[src/rtl/refdiv_pkg.sv]
package refdiv_pkg;
   localparam int NUM_CH  = 2;
   localparam int CH_MAIN = 0;
   localparam int CH_AUX  = 1;
endpackage

[src/rtl/refdiv_cfg.sv]
module refdiv_cfg #(
   parameter int RATIO_W   = 12,
   parameter int SEL_W     = 2,
   parameter int NUM_CH    = 2,
   parameter int MIN_RATIO = 4,
   parameter int DEF_RATIO = 10
) (
   input  logic                      clk,
   input  logic                      rst,
   input  logic                      wr,
   input  logic [RATIO_W-1:0]        wr_ratio,
   input  logic [NUM_CH*SEL_W-1:0]   wr_sel,
   input  logic                      apply,
   output logic [RATIO_W-1:0]        ratio_next,
   output logic [NUM_CH*SEL_W-1:0]   act_sel,
   output logic                      err
);
   localparam logic [RATIO_W-1:0] FLOOR = RATIO_W'(MIN_RATIO);
   localparam logic [RATIO_W-1:0] DEFV  = RATIO_W'(DEF_RATIO);

   logic [RATIO_W-1:0]      pend_ratio, act_ratio, clamped;
   logic [NUM_CH*SEL_W-1:0] pend_sel;
   logic                    too_low;

   assign too_low = wr_ratio < FLOOR;
   assign clamped = too_low ? FLOOR : wr_ratio;

   always_ff @(posedge clk) begin
      if (rst) begin
         pend_ratio <= DEFV;
         act_ratio  <= DEFV;
         pend_sel   <= '0;
         act_sel    <= '0;
         err        <= 1'b0;
      end else begin
         if (apply) begin
            act_ratio <= pend_ratio;
            act_sel   <= pend_sel;
         end
         if (wr) begin
            pend_ratio <= clamped;
            pend_sel   <= wr_sel;
            if (too_low) err <= 1'b1;
         end
      end
   end

   assign ratio_next = apply ? pend_ratio : act_ratio;
endmodule

[src/rtl/refdiv_count.sv]
module refdiv_count #(
   parameter int RATIO_W   = 12,
   parameter int STAGES    = 3,
   parameter int DEF_RATIO = 10
) (
   input  logic               clk,
   input  logic               rst,
   input  logic [RATIO_W-1:0] ratio_next,
   output logic [STAGES:0]    carry
);
   logic [RATIO_W-1:0] div_cnt;
   logic [STAGES-1:0]  stage_q;

   assign carry[0] = (div_cnt == '0);

   always_ff @(posedge clk) begin
      if (rst)           div_cnt <= RATIO_W'(DEF_RATIO - 1);
      else if (carry[0]) div_cnt <= ratio_next - RATIO_W'(1);
      else               div_cnt <= div_cnt - RATIO_W'(1);
   end

   for (genvar i = 0; i < STAGES; i++) begin : g_stage
      logic st_q;
      always_ff @(posedge clk) begin
         if (rst)           st_q <= 1'b0;
         else if (carry[i]) st_q <= ~st_q;
      end
      assign stage_q[i]  = st_q;
      assign carry[i+1]  = carry[i] & st_q;
   end
endmodule

[src/rtl/refdiv_tap.sv]
module refdiv_tap #(
   parameter int SEL_W  = 2,
   parameter int STAGES = 3
) (
   input  logic             clk,
   input  logic             rst,
   input  logic [SEL_W-1:0] sel,
   input  logic [STAGES:0]  carry,
   output logic             en
);
   always_ff @(posedge clk) begin
      if (rst) en <= 1'b0;
      else     en <= carry[sel];
   end
endmodule

[src/rtl/refdiv_dualpost.sv]
module refdiv_dualpost
   import refdiv_pkg::*;
#(
   parameter int RATIO_W   = 12,
   parameter int SEL_W     = 2,
   parameter int MIN_RATIO = 4,
   parameter int DEF_RATIO = 10
) (
   input  logic               clk,
   input  logic               rst,
   input  logic               cfg_wr,
   input  logic [RATIO_W-1:0] cfg_ratio,
   input  logic [SEL_W-1:0]   cfg_main_sel,
   input  logic [SEL_W-1:0]   cfg_aux_sel,
   output logic               main_en,
   output logic               aux_en,
   output logic               ratio_err
);
   localparam int STAGES = (1 << SEL_W) - 1;

   if (MIN_RATIO < 2) begin : g_bad_floor
      $error("refdiv_dualpost: MIN_RATIO must be at least 2");
   end
   if (DEF_RATIO < MIN_RATIO || DEF_RATIO >= (1 << RATIO_W)) begin : g_bad_def
      $error("refdiv_dualpost: DEF_RATIO outside legal range");
   end
   if (SEL_W < 1 || SEL_W > 4) begin : g_bad_sel
      $error("refdiv_dualpost: SEL_W must be 1 to 4");
   end

   logic [NUM_CH*SEL_W-1:0] wr_sel, act_sel;
   logic [RATIO_W-1:0]      ratio_next;
   logic [STAGES:0]         carry;
   logic [NUM_CH-1:0]       ch_en;

   assign wr_sel = {cfg_aux_sel, cfg_main_sel};

   refdiv_cfg #(
      .RATIO_W(RATIO_W), .SEL_W(SEL_W), .NUM_CH(NUM_CH),
      .MIN_RATIO(MIN_RATIO), .DEF_RATIO(DEF_RATIO)
   ) cfg_i (
      .clk(clk), .rst(rst), .wr(cfg_wr), .wr_ratio(cfg_ratio),
      .wr_sel(wr_sel), .apply(carry[STAGES]),
      .ratio_next(ratio_next), .act_sel(act_sel), .err(ratio_err)
   );

   refdiv_count #(
      .RATIO_W(RATIO_W), .STAGES(STAGES), .DEF_RATIO(DEF_RATIO)
   ) count_i (
      .clk(clk), .rst(rst), .ratio_next(ratio_next), .carry(carry)
   );

   for (genvar ch = 0; ch < NUM_CH; ch++) begin : g_ch
      refdiv_tap #(.SEL_W(SEL_W), .STAGES(STAGES)) tap_i (
         .clk(clk), .rst(rst),
         .sel(act_sel[ch*SEL_W +: SEL_W]),
         .carry(carry), .en(ch_en[ch])
      );
   end

   assign main_en = ch_en[CH_MAIN];
   assign aux_en  = ch_en[CH_AUX];
endmodule

[config.mk]
export PLATFORM = sky130hd
export DESIGN_NAME = refdiv_dualpost
export DESIGN_NICKNAME = d
export VERILOG_FILES = /design/src/rtl/refdiv_pkg.sv /design/src/rtl/refdiv_cfg.sv /design/src/rtl/refdiv_count.sv /design/src/rtl/refdiv_tap.sv /design/src/rtl/refdiv_dualpost.sv
export SDC_FILE = /design/constraint.sdc
export NUM_CORES = 1
export LEC_CHECK = 0
export BUFFER_PORTS_ARGS = -buffer_cell sky130_fd_sc_hd__buf_2
export CORE_ASPECT_RATIO = 1.5
export CORE_UTILIZATION = 55
export CTS_CLUSTER_DIAMETER = 200
export DETAILED_ROUTE_END_ITERATION = 8
export PLACE_DENSITY = 0.75
export REMOVE_ABC_BUFFERS = 1
export SETUP_SLACK_MARGIN = 0.2
export SYNTH_ARGS = -nofsm -noshare
export SYNTH_HDL_FRONTEND = slang
export SYNTH_SLANG_ARGS = --single-unit
[constraint.sdc]
create_clock -name clk -period 7.5 [get_ports clk]
set_input_delay 1.5 -clock clk [delete_from_list [all_inputs] [get_ports clk]]
set_output_delay 1.5 -clock clk [all_outputs]
set_load 0.005 [all_outputs]
==> metrics.cfg, run 1 <==
[status]
run_status = finished, final reports clean

[synthesis]
synthFlopType = dfxtp_1
synth_edf_count = 0
synthArstFlopShare_pct = 0
ys_seq_area_share_pct = 42.9
yosys_warnings = 0
synth.distinct_cells = 46
synth_area_sq_um = 2330
synth-seq-cells = 50
syn_avg_cell_area_sq_um = 8.43
synthCells = 277

[finish]
nets = 309
syn2layout_area_growth_pct = 8.15
diodes = 0
layout_common_cells = nand2_1 (50), dfxtp_1 (50), a21oi_1 (25)
drive_above_1_share_pct = 12.4
fill_cells = 361

[setup_path]
cp-start-kind = register
end_kind = register
cp_max_fo = 20
crit_type = reg2reg
cp.required_ns = 7.73
cp.arrival_ns = 3.59

[pwr]
ir_drop_mv = 0.148
total_power_mw = 0.518
powerDensity_nw_per_um2 = 205
p_leak_nw = 0.992

[sta]
fin_skew_ns = 0.00396
hold_viol = 0
slew_headroom_pct = 42.2
final.setup.worst_slack_ns = 4.14
finalCritPeriodShare_pct = 44.8
clock.fmax_ghz = 0.298
period_minus_slack_ns = 3.36
worst_pin_slew_ns = 0.865
slew_violations = 0
setup_viol = 0
rsz0062_at_grt = false
setup_tns_ns = 0

[clock_network]
post_cts_resized = 0
cts_root_buffer = clkbuf_8
cts_sinks = 50
htree_levels = 2
clk_pin_slew_ns = 0.09
post_cts_buffers = 0
cts_buffer_depth = 2
cts_hold_buffers = 0
clk_latency_ns = 0.30
cts_tree = built
cts_buffers = 5

[routing]
dr.pass1.iters = 4
drtIter0Drc = 36
routedWlPerCell_microns = 14.2
drt-total-wl_mm = 4.77
drc_errors = 0
ant_nets = 0
vias_per_cell = 5.90
dr_total_vias = 1975

[global_routing]
grt_pass1_vias = 1773
grt_max_degree = 43
track_usage_pct = 23.7
grt_remaining_overflow = 0
grt_pass1_wl_mm = 7.77
antenna_found_initial = 0

[placement]
port_buffers = 21
dp_hpwl_mm = 3.32
pre_cts_slack_ns = 4.18
routabilityCongestion = 0.854

[floorplanning]
io_pins = 22
die_x_microns = 55.2
core_sq_um = 3990
start_util_pct = 58.5
die_h_microns = 81.8
num_rows = 28
die-area_sq_um = 4510

[hold_path]
hp-class = reg2reg

[run]
drv_cap = 0

-- per-layer routing --
metal  wire length (microns)  vias up  track usage [%]
li1                        -     1016                -
met1                    2300      901             29.1
met2                    2190       47             38.1
met3                     163       11             5.37
met4                     111        0             11.3
met5                       0        -                0
-- synth_stat cells (2+ instances only) --
| cell | n | share of area, % |
|---|---|---|
| a21oi_1 | 25 | 5.4 |
| a221oi_1 | 2 | 0.75 |
| a311o_1 | 2 | 0.86 |
| and3_1 | 2 | 0.54 |
| buf_2 | 2 | 0.43 |
| buf_6 | 2 | 0.96 |
| clkbuf_1 | 10 | 1.6 |
| dfxtp_1 | 50 | 43 |
| inv_1 | 2 | 0.32 |
| mux2_2 | 4 | 1.9 |
| mux2i_1 | 24 | 10 |
| nand2_1 | 50 | 8.0 |
| nand2b_1 | 2 | 0.54 |
| nand3_1 | 6 | 1.3 |
| nor2_1 | 24 | 3.9 |
| nor3_1 | 8 | 1.7 |
| nor4_1 | 12 | 3.2 |
| o21a_1 | 3 | 0.96 |
| o21ai_0 | 7 | 1.5 |
| o21bai_1 | 5 | 1.6 |
| o31ai_1 | 2 | 0.64 |
| or2_2 | 3 | 0.80 |
| or3_1 | 5 | 1.3 |
| or4_1 | 2 | 0.64 |
| xor2_1 | 2 | 0.75 |
-- stage by stage --
step	std cells	cell area (sq um)	hold slack [ns]	utilization, %
finish	335	2520	0.457	63.2
global placement	327	2410	0.441	60.5
floorplan	261	2250	0.424	-
global route	335	2520	0.479	63.2
CTS	335	2520	0.458	63.2
detailed placement	327	2410	0.446	60.5
-- kinds of logic (layout without fill, tap and decap cells) --
family	Yosys count	count (layout)	share of synthesized area (%)
DFF	50	50	42.9
buffers and inverters	19	32	3.97
muxes	28	28	12.2
adders and majority gates	1	1	0.536
and+or+nand+nor	119	119	23.6
xor gates and xnor gates	3	3	1.13
AOI/OAI and AO/OA	57	57	15.7
-- power by group --
part | internal [mW] | switching [mW]
Combinational | 0.0190 | 0.0245
Clock | 0.0996 | 0.0898
Sequential | 0.275 | 0.00993
-- worst paths after layout --
check	start	endpoint	slack (ns)	cells after the start
worst min-delay path	cfg_i.pend_sel[0]	cfg_i.act_sel[0]	0.46	2
worst min register to register	cfg_i.pend_sel[0]	cfg_i.act_sel[0]	0.46	2
worst max register to register	count_i.g_stage[0].st_q	count_i.div_cnt[8]	4.14	9
worst max-delay path	count_i.g_stage[0].st_q	count_i.div_cnt[8]	4.14	9
-- flip-flops by register name (all words and copies together) (netlist names) --
signal                count
cfg_i.act_ratio          12
cfg_i.act_sel             4
cfg_i.err                 1
cfg_i.pend_ratio         12
cfg_i.pend_sel            4
count_i.div_cnt          12
count_i.g_stage.st_q      3
g_ch.tap_i.en             2
-- final cells by class --
type                    count  area [sq um]  share of cell area (%)
clock buffers               6          72.6                    2.87
flip-flops and latches     50          1000                    39.6
multi-input cells         208          1240                    49.2
clock inverters             2          37.5                    1.49
repair buffers             21           105                    4.16
inverters                   3          11.3                   0.446
well taps                  45          56.3                    2.23
-- critical path, stage by stage, from the launching register on --
cell,delay [ns]
dfxtp_1,0.45
nand3_1,0.64
nand2_1,0.26
nand2_1,0.07
a21oi_1,0.18
ha_1,0.21
or3b_1,0.42
or3_1,0.38
or4_1,0.51
a21oi_1,0.15
Note: power is estimated with default switching activity, not from simulation.
==> inputs of run 2 (changes only) <==
clock period = 3.3 ns   (was 7.5 ns; I/O delays follow)
==> run 2 against run 1 <==
- critical path depth is the same
- clock-buffer cell count is the same
- combinational power grew 130%
- register-to-register slack lost 3.6 ns
- global-route usage grew 1.4 points
- sequential share of layout area shrank 0.47 points
- first-iteration DRC count grew 78%
- maximum frequency grew 23%
- largest cell class unchanged
==> metrics.cfg, run 2 (synthesis results as in run 1) <==
[finish]
drive_above_1_share_pct = 13.6
diodes = 0
stdcell_area_sq_um = 2550
largestRegisters = cfg_i.act_ratio x12, cfg_i.pend_ratio x12, count_i.div_cnt x12
layout_common_cells = nand2_1 (50), dfxtp_1 (50), a21oi_1 (25)
syn2layout_area_growth_pct = 9.43
nets = 313
multiInputGateArea_sq_um = 1240
fill_cells = 365
ff_latch_area_sq_um = 1000

[setup_path]
crit_type = reg2reg
cp.required_ns = 3.54
cp.arrival_ns = 2.98
cp_max_fo = 8
cp-start-kind = register
end_kind = register

[clock_network]
cts_root_buffer = clkbuf_8
post_cts_buffers = 0
post_cts_resized = 0
cts_tree = built
clk_pin_slew_ns = 0.09
cts_buffer_depth = 2
cts_buffers = 5
cts_hold_buffers = 0
cts_sinks = 50
clk_latency_ns = 0.30
htree_levels = 2

[pwr]
ir_drop_mv = 0.392
power_frac_comb_pct = 8.6
p_switching_mw = 0.277
total_power_mw = 1.17
p_clk_share_pct = 36.2
p_seq_share_pct = 55.1
p_leak_nw = 1.01
internal_power_mw = 0.896
powerDensity_nw_per_um2 = 459
switching_share_pct = 23.6

[sta]
rsz0062_at_grt = false
setup_tns_ns = 0
fin_skew_ns = 0.00794
slew_violations = 0
period_minus_slack_ns = 2.74
clock.fmax_ghz = 0.365
setup_viol = 0
slew_headroom_pct = 58.2
worst_pin_slew_ns = 0.626
hold_viol = 0
finalCritPeriodShare_pct = 83.0

[placement]
port_buffers = 21
dpl_cell_area_sq_um = 2440
routabilityCongestion = 0.866
dp_hpwl_mm = 3.54

[routing]
routedWlPerCell_microns = 14.7
drc_errors = 0
dr_total_vias = 2004
dr.pass1.iters = 4
vias_per_cell = 5.91
drtIter0Drc = 64
drt-total-wl_mm = 4.97
ant_nets = 0

[floorplanning]
start_util_pct = 58.5
io_pins = 22
die_x_microns = 55.2
die_h_microns = 81.8
num_rows = 28
core_sq_um = 3990
die-area_sq_um = 4510

[hold_path]
hp-class = reg2reg

[global_routing]
antenna_found_initial = 0
grt_pass1_vias = 1874
grt_remaining_overflow = 0
track_usage_pct = 25.1
grt_pass1_wl_mm = 8.36
grt_max_degree = 42

[run]
drv_cap = 0

[status]
run_status = finished, final reports clean

[run 2: cell types whose count changed in the layout (fill, tap and decap cells not counted)]
| cell | previous run | this run |
|---|---|---|
| buf_4 | 0 | 4 |
[run 2: area by class of cell]
| class | instances | share of cell area [%] |
|---|---|---|
| tap | 45 | 2.20 |
| clock inverter | 2 | 1.47 |
| timing repair buffer | 25 | 5.29 |
| inverter | 3 | 0.441 |
| clock buffer | 6 | 2.84 |
| multi-input combinational | 208 | 48.6 |
| sequential | 50 | 39.2 |
[run 2: path summary, 6_finish.rpt]
check	from	end	slack (ns)	cells past startpoint
max	count_i.g_stage[0].st_q	count_i.div_cnt[8]	0.56	9
min	cfg_i.act_sel[0]	g_ch[0].tap_i.en	0.45	1
max reg2reg	count_i.g_stage[0].st_q	count_i.div_cnt[8]	0.56	9
min reg2reg	cfg_i.act_sel[0]	g_ch[0].tap_i.en	0.45	1
[run 2: metal layers]
metal	vias up	wire length, microns	GRT usage (%)
met4	0	63	7.50
met2	41	2510	42.9
li1	1016	-	-
met3	5	167	4.44
met5	-	0	0
met1	942	2230	31.3
[run 2: metrics by stage]
step / setup slack, ns / cells / utilization [%] / hold slack (ns)
2_1_floorplan: 0.303 / 261 / - / 0.424
3_3_place_gp: 0.678 / 331 / 61.2 / 0.439
3_5_place_dp: 0.563 / 331 / 61.2 / 0.445
4_1_cts: 0.559 / 339 / 64.0 / 0.459
5_1_grt: 0.363 / 339 / 64.0 / 0.473
6_report: 0.561 / 339 / 64.0 / 0.454
[run 2: power by group through the flow]
stage | Clock, mW | Sequential [mW] | Combinational (mW)
after floorplan | 0 | 0.653 | 0.0620
after global placement | 0 | 0.660 | 0.0987
after detailed placement | 0 | 0.661 | 0.101
after CTS | 0.434 | 0.647 | 0.102
after global routing | 0.454 | 0.650 | 0.112
final | 0.425 | 0.647 | 0.101
[run 2: critical path, stage by stage, from the launching register on]
cell	delay, ns
dfxtp_1	0.45
nand3_1	0.21
nand2_1	0.11
nand2_1	0.05
a21oi_1	0.19
ha_1	0.21
or3b_1	0.43
or3_1	0.39
or4_1	0.51
a21oi_1	0.14
